**src/rtl/page_perm_pkg.sv**
```systemverilog
package page_perm_pkg;
  localparam int KEY_W   = 5;
  localparam int NCLASS  = 1 << KEY_W;
  localparam int MASK_W  = 2 * NCLASS;
  localparam int PERM_W  = 3;
  localparam int SYN_W   = 4;

  localparam int P_RD = 0;
  localparam int P_WR = 1;
  localparam int P_EX = 2;

  localparam int S_PROT  = 0;
  localparam int S_NXG   = 1;
  localparam int S_KEY   = 2;
  localparam int S_STORE = 3;

  typedef enum logic [1:0] {
    ACC_FETCH = 2'd0,
    ACC_LOAD  = 2'd1,
    ACC_STORE = 2'd2,
    ACC_RSVD  = 2'd3
  } acc_e;

  function automatic logic [PERM_W-1:0] pp_to_perm(input logic key, input logic [2:0] code);
    logic [PERM_W-1:0] p;
    p = '0;
    if (!key) begin
      unique case (code)
        3'd0, 3'd1, 3'd2: p = 3'b111;
        3'd3, 3'd6:       p = 3'b101;
        default:          p = 3'b000;
      endcase
    end else begin
      unique case (code)
        3'd2:       p = 3'b111;
        3'd1, 3'd3: p = 3'b101;
        default:    p = 3'b000;
      endcase
    end
    return p;
  endfunction

  function automatic logic [1:0] mask_group(input logic [MASK_W-1:0] mreg, input logic [KEY_W-1:0] key);
    int unsigned off;
    off = 2 * (NCLASS - 1 - int'(key));
    return 2'(mreg >> off);
  endfunction

  function automatic int unsigned need_bit(input acc_e a);
    unique case (a)
      ACC_FETCH: return P_EX;
      ACC_STORE: return P_WR;
      default:   return P_RD;
    endcase
  endfunction
endpackage

```
**src/rtl/page_perm_pp.sv**
```systemverilog
module page_perm_pp
  import page_perm_pkg::*;
(
  input  logic              user_mode,
  input  logic              seg_key_user,
  input  logic              seg_key_super,
  input  logic [1:0]        pp_lo,
  input  logic              pp_hi,
  input  logic              no_exec,
  input  logic              guarded,
  output logic [PERM_W-1:0] pp_perm,
  output logic [PERM_W-1:0] nxg_perm,
  output logic              nxg_hit
);
  logic key_sel;

  always_comb begin
    key_sel  = user_mode ? seg_key_user : seg_key_super;
    pp_perm  = pp_to_perm(key_sel, {pp_hi, pp_lo});
    nxg_hit  = no_exec | guarded;
    nxg_perm = 3'b111;
    if (nxg_hit) nxg_perm[P_EX] = 1'b0;
  end
endmodule

```
**src/rtl/page_perm_mask.sv**
```systemverilog
module page_perm_mask
  import page_perm_pkg::*;
(
  input  logic [KEY_W-1:0]  class_key,
  input  logic [MASK_W-1:0] data_mask,
  input  logic [MASK_W-1:0] fetch_mask,
  input  logic              key_mask_en,
  input  logic              fetch_mask_en,
  output logic [PERM_W-1:0] mask_perm
);
  logic [1:0] dgrp;
  logic [1:0] fgrp;

  always_comb begin
    dgrp      = mask_group(data_mask, class_key);
    fgrp      = mask_group(fetch_mask, class_key);
    mask_perm = 3'b111;
    if (key_mask_en) begin
      if (dgrp[1]) mask_perm[P_WR] = 1'b0;
      if (dgrp[0]) mask_perm[P_RD] = 1'b0;
      if (fetch_mask_en && fgrp[0]) mask_perm[P_EX] = 1'b0;
    end
  end
endmodule

```
**src/rtl/page_perm_eval.sv**
```systemverilog
module page_perm_eval
  import page_perm_pkg::*;
(
  input  logic              clk,
  input  logic              rst_n,
  input  logic              req_valid,
  input  logic [1:0]        acc_type,
  input  logic              user_mode,
  input  logic              seg_key_user,
  input  logic              seg_key_super,
  input  logic [1:0]        pp_lo,
  input  logic              pp_hi,
  input  logic              no_exec,
  input  logic              guarded,
  input  logic [KEY_W-1:0]  class_key,
  input  logic [MASK_W-1:0] data_mask,
  input  logic [MASK_W-1:0] fetch_mask,
  input  logic              key_mask_en,
  input  logic              fetch_mask_en,
  input  logic              ref_bit,
  input  logic              chg_bit,
  output logic              rsp_valid,
  output logic [PERM_W-1:0] perm,
  output logic              grant,
  output logic [SYN_W-1:0]  syndrome,
  output logic              set_ref,
  output logic              set_chg
);
  logic [PERM_W-1:0] pp_perm, nxg_perm, mask_perm, raw_perm, ret_perm;
  logic              nxg_hit, is_fetch, is_store, ok;
  logic [SYN_W-1:0]  syn_d;
  int unsigned       nb;
  acc_e              acc;
  acc_e              acc_q;

  page_perm_pp u_pp (
    .user_mode    (user_mode),
    .seg_key_user (seg_key_user),
    .seg_key_super(seg_key_super),
    .pp_lo        (pp_lo),
    .pp_hi        (pp_hi),
    .no_exec      (no_exec),
    .guarded      (guarded),
    .pp_perm      (pp_perm),
    .nxg_perm     (nxg_perm),
    .nxg_hit      (nxg_hit)
  );

  page_perm_mask u_mask (
    .class_key    (class_key),
    .data_mask    (data_mask),
    .fetch_mask   (fetch_mask),
    .key_mask_en  (key_mask_en),
    .fetch_mask_en(fetch_mask_en),
    .mask_perm    (mask_perm)
  );

  always_comb begin
    acc      = acc_e'(acc_type);
    is_fetch = (acc == ACC_FETCH);
    is_store = (acc == ACC_STORE);
    nb       = need_bit(acc);
    raw_perm = pp_perm & nxg_perm & mask_perm;
    ok       = raw_perm[nb];
    ret_perm = raw_perm;
    if (!chg_bit && !is_store) ret_perm[P_WR] = 1'b0;
    syn_d = '0;
    if (!ok) begin
      if (is_fetch) begin
        syn_d[S_NXG]  = nxg_hit;
        syn_d[S_PROT] = !nxg_hit && !pp_perm[P_EX];
        syn_d[S_KEY]  = !mask_perm[P_EX];
      end else begin
        syn_d[S_PROT]  = !pp_perm[nb];
        syn_d[S_KEY]   = !mask_perm[nb];
        syn_d[S_STORE] = is_store;
      end
    end
  end

  always_ff @(posedge clk) begin
    if (!rst_n) begin
      rsp_valid <= 1'b0;
      perm      <= '0;
      grant     <= 1'b0;
      syndrome  <= '0;
      set_ref   <= 1'b0;
      set_chg   <= 1'b0;
      acc_q     <= ACC_FETCH;
    end else begin
      rsp_valid <= req_valid;
      perm      <= ret_perm;
      grant     <= ok;
      syndrome  <= syn_d;
      set_ref   <= ok && !ref_bit;
      set_chg   <= ok && is_store && !chg_bit;
      acc_q     <= acc;
    end
  end
endmodule

```
**config.mk**
```make
export PLATFORM = sky130hd
export DESIGN_NAME = page_perm_eval
export DESIGN_NICKNAME = d
export VERILOG_FILES = /design/src/rtl/page_perm_pkg.sv /design/src/rtl/page_perm_pp.sv /design/src/rtl/page_perm_mask.sv /design/src/rtl/page_perm_eval.sv
export SDC_FILE = /design/constraint.sdc
export NUM_CORES = 1
export LEC_CHECK = 0
export BUFFER_PORTS_ARGS = -buffer_cell sky130_fd_sc_hd__buf_2
export CAP_MARGIN = 5
export CORE_MARGIN = 5
export CORE_UTILIZATION = 33
export DETAILED_ROUTE_END_ITERATION = 8
export GPL_TIMING_DRIVEN = 0
export PLACE_DENSITY_LB_ADDON = 0.2
export SETUP_SLACK_MARGIN = 0.15
export SLEW_MARGIN = 5
export SYNTH_ARGS = -nofsm -noshare
export SYNTH_HDL_FRONTEND = slang
export SYNTH_SLANG_ARGS = --single-unit
```
**constraint.sdc**
```tcl
create_clock -name clk -period 2.52 [get_ports clk]
set_input_delay 0.378 -clock clk [delete_from_list [all_inputs] [get_ports clk]]
set_output_delay 0.378 -clock clk [all_outputs]
set_load 0.005 [all_outputs]
```
==> impl.org, run 1 <==
** Routing
- Vias/cell :: ~5.0
- After the first detailed-routing iteration, the DRC count stood at 55.
- In the final routed layout, each cell accounts on average for between 10 and 15 um.
- For this run, design rule violations remaining after detail routing come to 0.
- The first detailed-routing pass ran for 4 iterations.
- Vias after detailed routing :: approximately 1600
- Total wire length :: about 4400 um
- Number of nets still failing antenna checks after routing :: 0

** Worst setup path
- STA classifies the critical path startpoint as an input port.
- Delay of the slowest critical-path stage :: ~400 ps
- At the worst endpoint, the arrival time is about 2300 ps.
- Startpoint of the most critical setup path :: class_key[2]
- Of all nets on the critical path, the largest fanout is 10.
- The number of buffers and inverters on the critical path is 2.
- Stages on worst setup path :: 8
- Walking the worst path, the cells encountered are clkbuf_1, buf_2, nor2_1, a221o_1, o221ai_1, a41oi_1, a311oi_1, a211oi_2.
- In this design, the largest share of critical-path delay is due to compound AO/OA/AOI/OAI gates.
- Worst EP required :: approximately 2600 ps
- Kind of critical path :: in2reg
- Endpoint kind of the worst setup timing path :: flip-flop
- Among all stages on the critical path, the largest delay is contributed by sky130_fd_sc_hd__a311oi_1.

** Worst hold path
- The worst hold path was traced through 2 stages.
- The worst hold path begins at ref_bit.
- In this run the worst hold path is classified as in2reg.

** Logic synthesis
- Cell Area, Synth :: 0.00132 mm2
- Yosys mapped the design onto a little over 40 distinct sky130hd cell types.
- Biggest area consumer among synthesized cells :: sky130_fd_sc_hd__mux4_2
- After synthesis, the share of flip-flops with an asynchronous set or reset is 0.
- Ys flop type :: sky130_fd_sc_hd__dfxtp_1
- Most frequent cells after synthesis :: sky130_fd_sc_hd__mux2i_1, sky130_fd_sc_hd__mux4_2, sky130_fd_sc_hd__dfxtp_1, sky130_fd_sc_hd__nor2_1, sky130_fd_sc_hd__nor2b_1
- Area fraction of the dominant cell type after synthesis :: 0.222
- Gate count of the mapped netlist :: 138
- Synthesis inferred 11 register bits.
- Net count after synthesis :: 288
- After synthesis, the mean cell area works out to 9.57 um2.
- Main area contributors after synthesis :: sky130_fd_sc_hd__mux4_2, sky130_fd_sc_hd__mux2i_1, sky130_fd_sc_hd__dfxtp_1, sky130_fd_sc_hd__nor2b_1, sky130_fd_sc_hd__mux2_2
- EDFF count, synth :: 0
- Count of synthesis-stage warnings from yosys :: 0
- Most instantiated library cell after synthesis :: sky130_fd_sc_hd__mux2i_1
- Of the synthesized area, sequential elements account for 0.167.

** Power and ir drop
- VDD sags by at most roughly 0.00016 V.
- Total power per unit cell area :: 304 mW/mm2
- Summed over all cells, the static leakage comes to between 1 and 1.5 nW.

** Die
- Die width :: ~73 um
- Ports :: ~160
- The initial utilization of the core area, before any placement, comes to 0.335.
- Core area :: about 0.004 mm2
- The die is ~73 um tall.
- The floorplan has 23 rows.
- Total Die Area :: approximately 0.0054 mm2

** GRT
- Maximum number of pins on one net before global-route repair :: 11
- First-pass GRT wire length :: 6710 um
- The number of global-route vias before repair is roughly 1600.
- Global-route total usage across every layer :: 0.155
- The number of antenna violations at the first check in global routing came to 0.
- For this run the aggregate overflow at the end of global routing stands at 0.

** Clock network
- Number of H-tree levels :: 1
- Number of clock buffers inserted by TritonCTS :: 3
- The longest clock path from root to sink contains 2 buffers.
- The cell sitting at the root of the clock tree is a sky130_fd_sc_hd__clkbuf_8.
- In this run, post-CTS repair resized a total of 0 instances.
- # hold bufs at CTS :: 0
- The clock net in this run drives a total of 11 sinks.
- TritonCTS built the clock tree.
- Clock-pin slew was measured on the worst setup and hold paths at roughly 50 ps.
- Setup bufs post-CTS :: 0

** Placed design
- Detail Placement HPWL :: roughly 4000 um
- Input and output buffers added on the ports amount to between 100 and 150.
- GPL Wtd Cong :: between 0.7 and 0.8

** Final layout
- Total of fill cells in the finished design :: ~400
- The repair_antennas step left the layout with diodes totalling 0.
- In the final layout, the share of cells above drive strength 1 is 0.564.
- Synth-to-Final Area Change :: 55.2%
- Post-layout net count :: between 400 and 500

** STA
- Final hold analysis gives a worst-case slack of between 300 and 400 ps.
- Counting I/O delays and the setup requirement, the final critical path takes roughly 2200 ps.
- Final period utilization :: 0.879
- Setup repair after global routing left no endpoint under its margin.
- In the final timing run, aggregate negative setup slack is 0 ps.
- Setup violations remaining at the end of the flow were counted as 0.
- Achievable frequency :: 0.452 GHz
- Remaining max-slew budget at the tightest pin :: 0.659
- Fin. Hold Viols :: 0
- Worst Tran Pin Value :: a little over 500 ps
- Pins over their slew limit :: 0

** Status
- Result of the run :: finished clean

** Run
- Count of maximum capacitance violations :: 0
logic make-up (layout without fill, tap and decap cells):
kind of cell,Yosys count,after routing,synth area share
compound gates,34,34,0.194
buf+inv,17,145,0.0607
mux,40,40,0.430
flops,11,11,0.167
simple gates,36,36,0.148
path summary, 6_finish.rpt:
kind	endpoint	slack, ps
max	set_ref	310
min	set_ref	310
where the power goes:
part	internal (W)	leakage, nW	switching, W
Combinational	0.000158	0.938	0.000112
Sequential	0.000184	0.0905	0.00000173
Clock	0.000110	0.0228	0.0000564
Total	0.000452	1.05	0.000170
flip-flops by register name, indices dropped and copies added, names as in the netlist:
name and flops:
grant 1, syndrome 4, set_ref 1, rsp_valid 1
set_chg 1, perm 3
metal layers:
layer / wire length [um] / global-route usage
met5: 0 / 0
met2: 2260 / 0.277
met1: 1750 / 0.194
met4: 9 / 0.0246
met3: 411 / 0.0303
area by class of cell:
type                            count  area (um2)  area share
Inverter                            6        22.5      0.0110
Buffer                             11        57.6      0.0281
Multi-Input combinational cell    110        1020       0.498
Tap cell                           50        62.6      0.0305
Sequential cell                    11         220       0.108
Timing Repair Buffer              124         621       0.303
Clock buffer                        4        45.0      0.0220
per-stage QoR:
step	instance area (um2)	utilization	worst slack, ps	total power (W)	instances
after floorplan	1320	-	430	0.000338	138
after global placement	2000	0.508	73.2	0.000458	312
after detailed placement	2000	0.508	66.3	0.000461	312
after CTS	2050	0.520	307	0.000630	316
after global routing	2050	0.520	186	0.000668	316
final	2050	0.520	306	0.000622	316
cells in the final DEF, fill, tap and decap left out, types with 2 or more instances in the layout:
| cell type | netlist | final |
|---|---|---|
| sky130_fd_sc_hd__dfxtp_1 | 11 | 11 |
| sky130_fd_sc_hd__nor4b_1 | 2 | 2 |
| sky130_fd_sc_hd__a22o_1 | 2 | 2 |
| sky130_fd_sc_hd__inv_1 | 6 | 6 |
| sky130_fd_sc_hd__nand2_1 | 4 | 4 |
| sky130_fd_sc_hd__buf_2 | 4 | 128 |
| sky130_fd_sc_hd__nor2_1 | 7 | 7 |
| sky130_fd_sc_hd__mux2i_1 | 23 | 23 |
| sky130_fd_sc_hd__clkbuf_8 | 0 | 3 |
| sky130_fd_sc_hd__nor3_1 | 2 | 2 |
| sky130_fd_sc_hd__a22oi_1 | 4 | 4 |
| sky130_fd_sc_hd__nand2b_1 | 3 | 3 |
| sky130_fd_sc_hd__a311oi_1 | 2 | 2 |
| sky130_fd_sc_hd__mux2_2 | 3 | 3 |
| sky130_fd_sc_hd__nand3_1 | 4 | 4 |
| sky130_fd_sc_hd__o21ai_0 | 5 | 5 |
| sky130_fd_sc_hd__nor2b_1 | 7 | 7 |
| sky130_fd_sc_hd__a211o_1 | 2 | 2 |
| sky130_fd_sc_hd__mux4_2 | 13 | 13 |
| sky130_fd_sc_hd__clkbuf_1 | 5 | 6 |
| sky130_fd_sc_hd__nand4_1 | 2 | 2 |
| sky130_fd_sc_hd__a21oi_1 | 5 | 5 |
| sky130_fd_sc_hd__and2_1 | 3 | 3 |
(Power assumes the default switching activity.)
==> run 2, diff against run 1 <==
--- a/config.mk
+++ b/config.mk
@@ -8,7 +8,7 @@
 export BUFFER_PORTS_ARGS = -buffer_cell sky130_fd_sc_hd__buf_2
 export CAP_MARGIN = 5
 export CORE_MARGIN = 5
-export CORE_UTILIZATION = 33
+export CORE_UTILIZATION = 36
 export DETAILED_ROUTE_END_ITERATION = 8
 export GPL_TIMING_DRIVEN = 0
 export PLACE_DENSITY_LB_ADDON = 0.2
==> constraint.sdc (replaced) <==
create_clock -name clk -period 2.8 [get_ports clk]
set_input_delay 0.42 -clock clk [delete_from_list [all_inputs] [get_ports clk]]
set_output_delay 0.42 -clock clk [all_outputs]
set_load 0.005 [all_outputs]
==> run 2 against run 1 <==
Effect of this change: wire length is 1.8% higher; first-iteration DRC count is 58% higher; combinational power is 9.3% lower; non-clock buffer count stayed put; largest cell class unchanged; flip-flop and latch count stayed put; via count is 4.4% higher; critical path depth stayed put; cell count is 0.63% lower; sequential power is 10% lower; worst hold slack better by 36 ps; count of clock-buffer cells in the layout stayed put.
==> impl.org, run 2 (synthesized netlist as in run 1, its figures left out) <==
** Status
- The flow ran to the end, and the final reports show no timing, DRC or antenna violations.

** Power and ir drop
- Total power per unit cell area :: around 280 mW/mm2
- Leakage power of the design :: approximately 1.1 nW
- Maximum vdd ir drop :: 0.000139 V

** Clock network
- # hold bufs at CTS :: 0
- Post-CTS repair changed the size of 0 cells.
- After clock tree synthesis, the clock-pin slew on the worst setup and hold paths is about 50 ps.
- Clock tree from TritonCTS :: built
- Number of clock buffers inserted by TritonCTS :: 3
- Setup bufs post-CTS :: 0
- Clock Root Buffer :: sky130_fd_sc_hd__clkbuf_8
- Buffer depth of the longest clock path :: 2
- Sinks on Clock Net :: 11
- In this run the number of H-tree levels came out at 1.

** Worst setup path
- The critical path is of the in2reg type.
- Worst EP required :: 2900 ps
- Critical-path maximum fanout :: 10
- STA puts the critical path data arrival time at 2390 ps.
- Endpoint kind of the worst setup timing path :: flip-flop
- Kind of start point of the critical path :: input port

** GRT
- Antenna violations before repair :: 0
- Across every metal layer, demand over resource in global routing totals 0.168.
- Via count of the first global-routing pass :: around 1700
- GRT overflow :: 0
- The first global-routing pass estimated ~7000 um of wire.
- Entering global routing, the biggest net connects 11 pins.

** Final layout
- The area growth from synthesis to layout is 55.0%.
- The library cell used most frequently in the layout, excluding fill and tap cells, is sky130_fd_sc_hd__buf_2.
- Of the cells placed in the final design, the portion with a size suffix greater than 1 is 0.564.
- For this run, the post-layout net count is roughly 420.
- In the layout the commonest cells are sky130_fd_sc_hd__buf_2, sky130_fd_sc_hd__mux2i_1, sky130_fd_sc_hd__mux4_2, sky130_fd_sc_hd__dfxtp_1.
- In the final layout, the registers with the most flip-flops are syndrome (4), perm (3).
- The number of antenna diodes in the final layout is 0.
- Register with the most flip-flops :: syndrome
- At the end of the flow the core is filled with cells to 0.567.
- Flip-flop count of the largest register after layout :: 4
- The finished cells cover 0.00205 mm2.

** Worst hold path
- In this run the worst hold path is classified as in2reg.
- Startpoint of the lowest-slack hold path :: ref_bit
- The path with the worst hold slack has its endpoint at set_ref.
- Cell depth of the worst hold path :: 2

** STA
- Total of endpoints with negative setup slack in the final report :: 0
- For the pin with the worst max-slew slack, the measured transition is about 540 ps.
- Fin. Hold Viols :: 0
- Remaining max-slew budget at the tightest pin :: 0.637
- Final period utilization :: 0.821
- For the final routed database, the setup TNS stands at 0 ps.
- Slack of the critical path :: ~500 ps
- Pins over their slew limit :: 0
- Achievable frequency :: between 0.4 and 0.5 GHz
- Setup repair after global routing left no endpoint under its margin.
- Worst Hold Margin :: 349 ps
- Post-layout minimum cycle time :: between 2000 and 2500 ps

** Placed design
- The HPWL after detailed placement is 3980 um.
- Placement-stage cell area :: 0.00200 mm2
- In this run the tool buffered the top-level ports with ~120 buffer cells.
- Worst slack after detailed placement :: roughly 280 ps
- The congestion estimate from routability-driven global placement came to approximately 0.8.

** Die
- The floorplan step defined a die boundary enclosing about 0.005 mm2.
- The die is approximately 71 um wide.
- Pin placement for this block handled 161 I/O pins.
- Initial standard-cell utilization of the core :: 0.366
- Core area :: around 0.0036 mm2
- Die span in y :: 70.6 um
- Std-Cell Rows :: 22

** Run
- The tool flagged a number of max-cap violations equal to 0.

** Routing
- DRT iter0 DRCs :: 87
- In the routed layout, each cell is associated on average with a via count of 5.22.
- After detailed routing, the number of remaining DRC violations is 0.
- After detailed routing, the average wire length per cell comes to 14.3 um.
- The routed layout has about 1600 vias.
- Number of search-and-repair iterations in the first detailed-routing pass :: 4
- The final layout contains routed wiring with a total length of about 4500 um.
- The count of nets left with antenna violations once routing finished came out at 0.
run 2: cell counts in the layout (fill, tap and decap cells not counted):
Identical to the previous run, type by type.
run 2: how the worst max path moves through the flow:
stage | depth (start not counted) | endpoint | slack [ps] | startpoint
after floorplan | 7 | set_ref | 670 | class_key[1]
after global placement | 8 | set_ref | 310 | class_key[2]
after detailed placement | 8 | set_ref | 280 | class_key[2]
after CTS | 8 | grant | 520 | class_key[2]
after global routing | 8 | grant | 380 | class_key[2]
final | 8 | grant | 500 | class_key[2]
run 2: where the power goes:
part | total (W) | internal (W) | leakage (nW) | switching [W]
logic | 0.000245 | 0.000143 | 0.938 | 0.000102
clock network | 0.000151 | 0.0000993 | 0.0228 | 0.0000520
registers | 0.000167 | 0.000166 | 0.0905 | 0.00000165
total | 0.000563 | 0.000407 | 1.05 | 0.000156
run 2: per-stage QoR:
| stage | total power (W) | cells |
|---|---|---|
| 6_report | 0.000563 | 314 |
| 5_1_grt | 0.000602 | 314 |
| 4_1_cts | 0.000570 | 314 |
| 3_5_place_dp | 0.000416 | 310 |
| 3_3_place_gp | 0.000411 | 310 |
| 2_1_floorplan | 0.000304 | 138 |
run 2: routing by layer:
layer | GRT usage | part of all wire | vias to the layer above
met5 | 0 | 0 | -
met4 | 0.0438 | 0.0044 | 0
met3 | 0.0227 | 0.082 | 2
met2 | 0.321 | 0.53 | 80
met1 | 0.197 | 0.39 | 754
li1 | - | - | 803
run 2: worst max-delay path, stage by stage:
cell and delay, ps:
sky130_fd_sc_hd__clkbuf_1 270, sky130_fd_sc_hd__buf_2 290, sky130_fd_sc_hd__nor2_1 120, sky130_fd_sc_hd__a221o_1 350, sky130_fd_sc_hd__o221ai_1 230, sky130_fd_sc_hd__a41oi_1 180
sky130_fd_sc_hd__a311oi_1 450, sky130_fd_sc_hd__a21oi_1 80
run 2: layout make-up:
cell class / count / area (um2)
Clock buffer: 4 / 45.0
Buffer: 11 / 57.6
Timing Repair Buffer: 124 / 621
Sequential cell: 11 / 220
Inverter: 6 / 22.5
Fill cell: 376 / 1560
Tap cell: 48 / 60.1
Multi-Input combinational cell: 110 / 1020
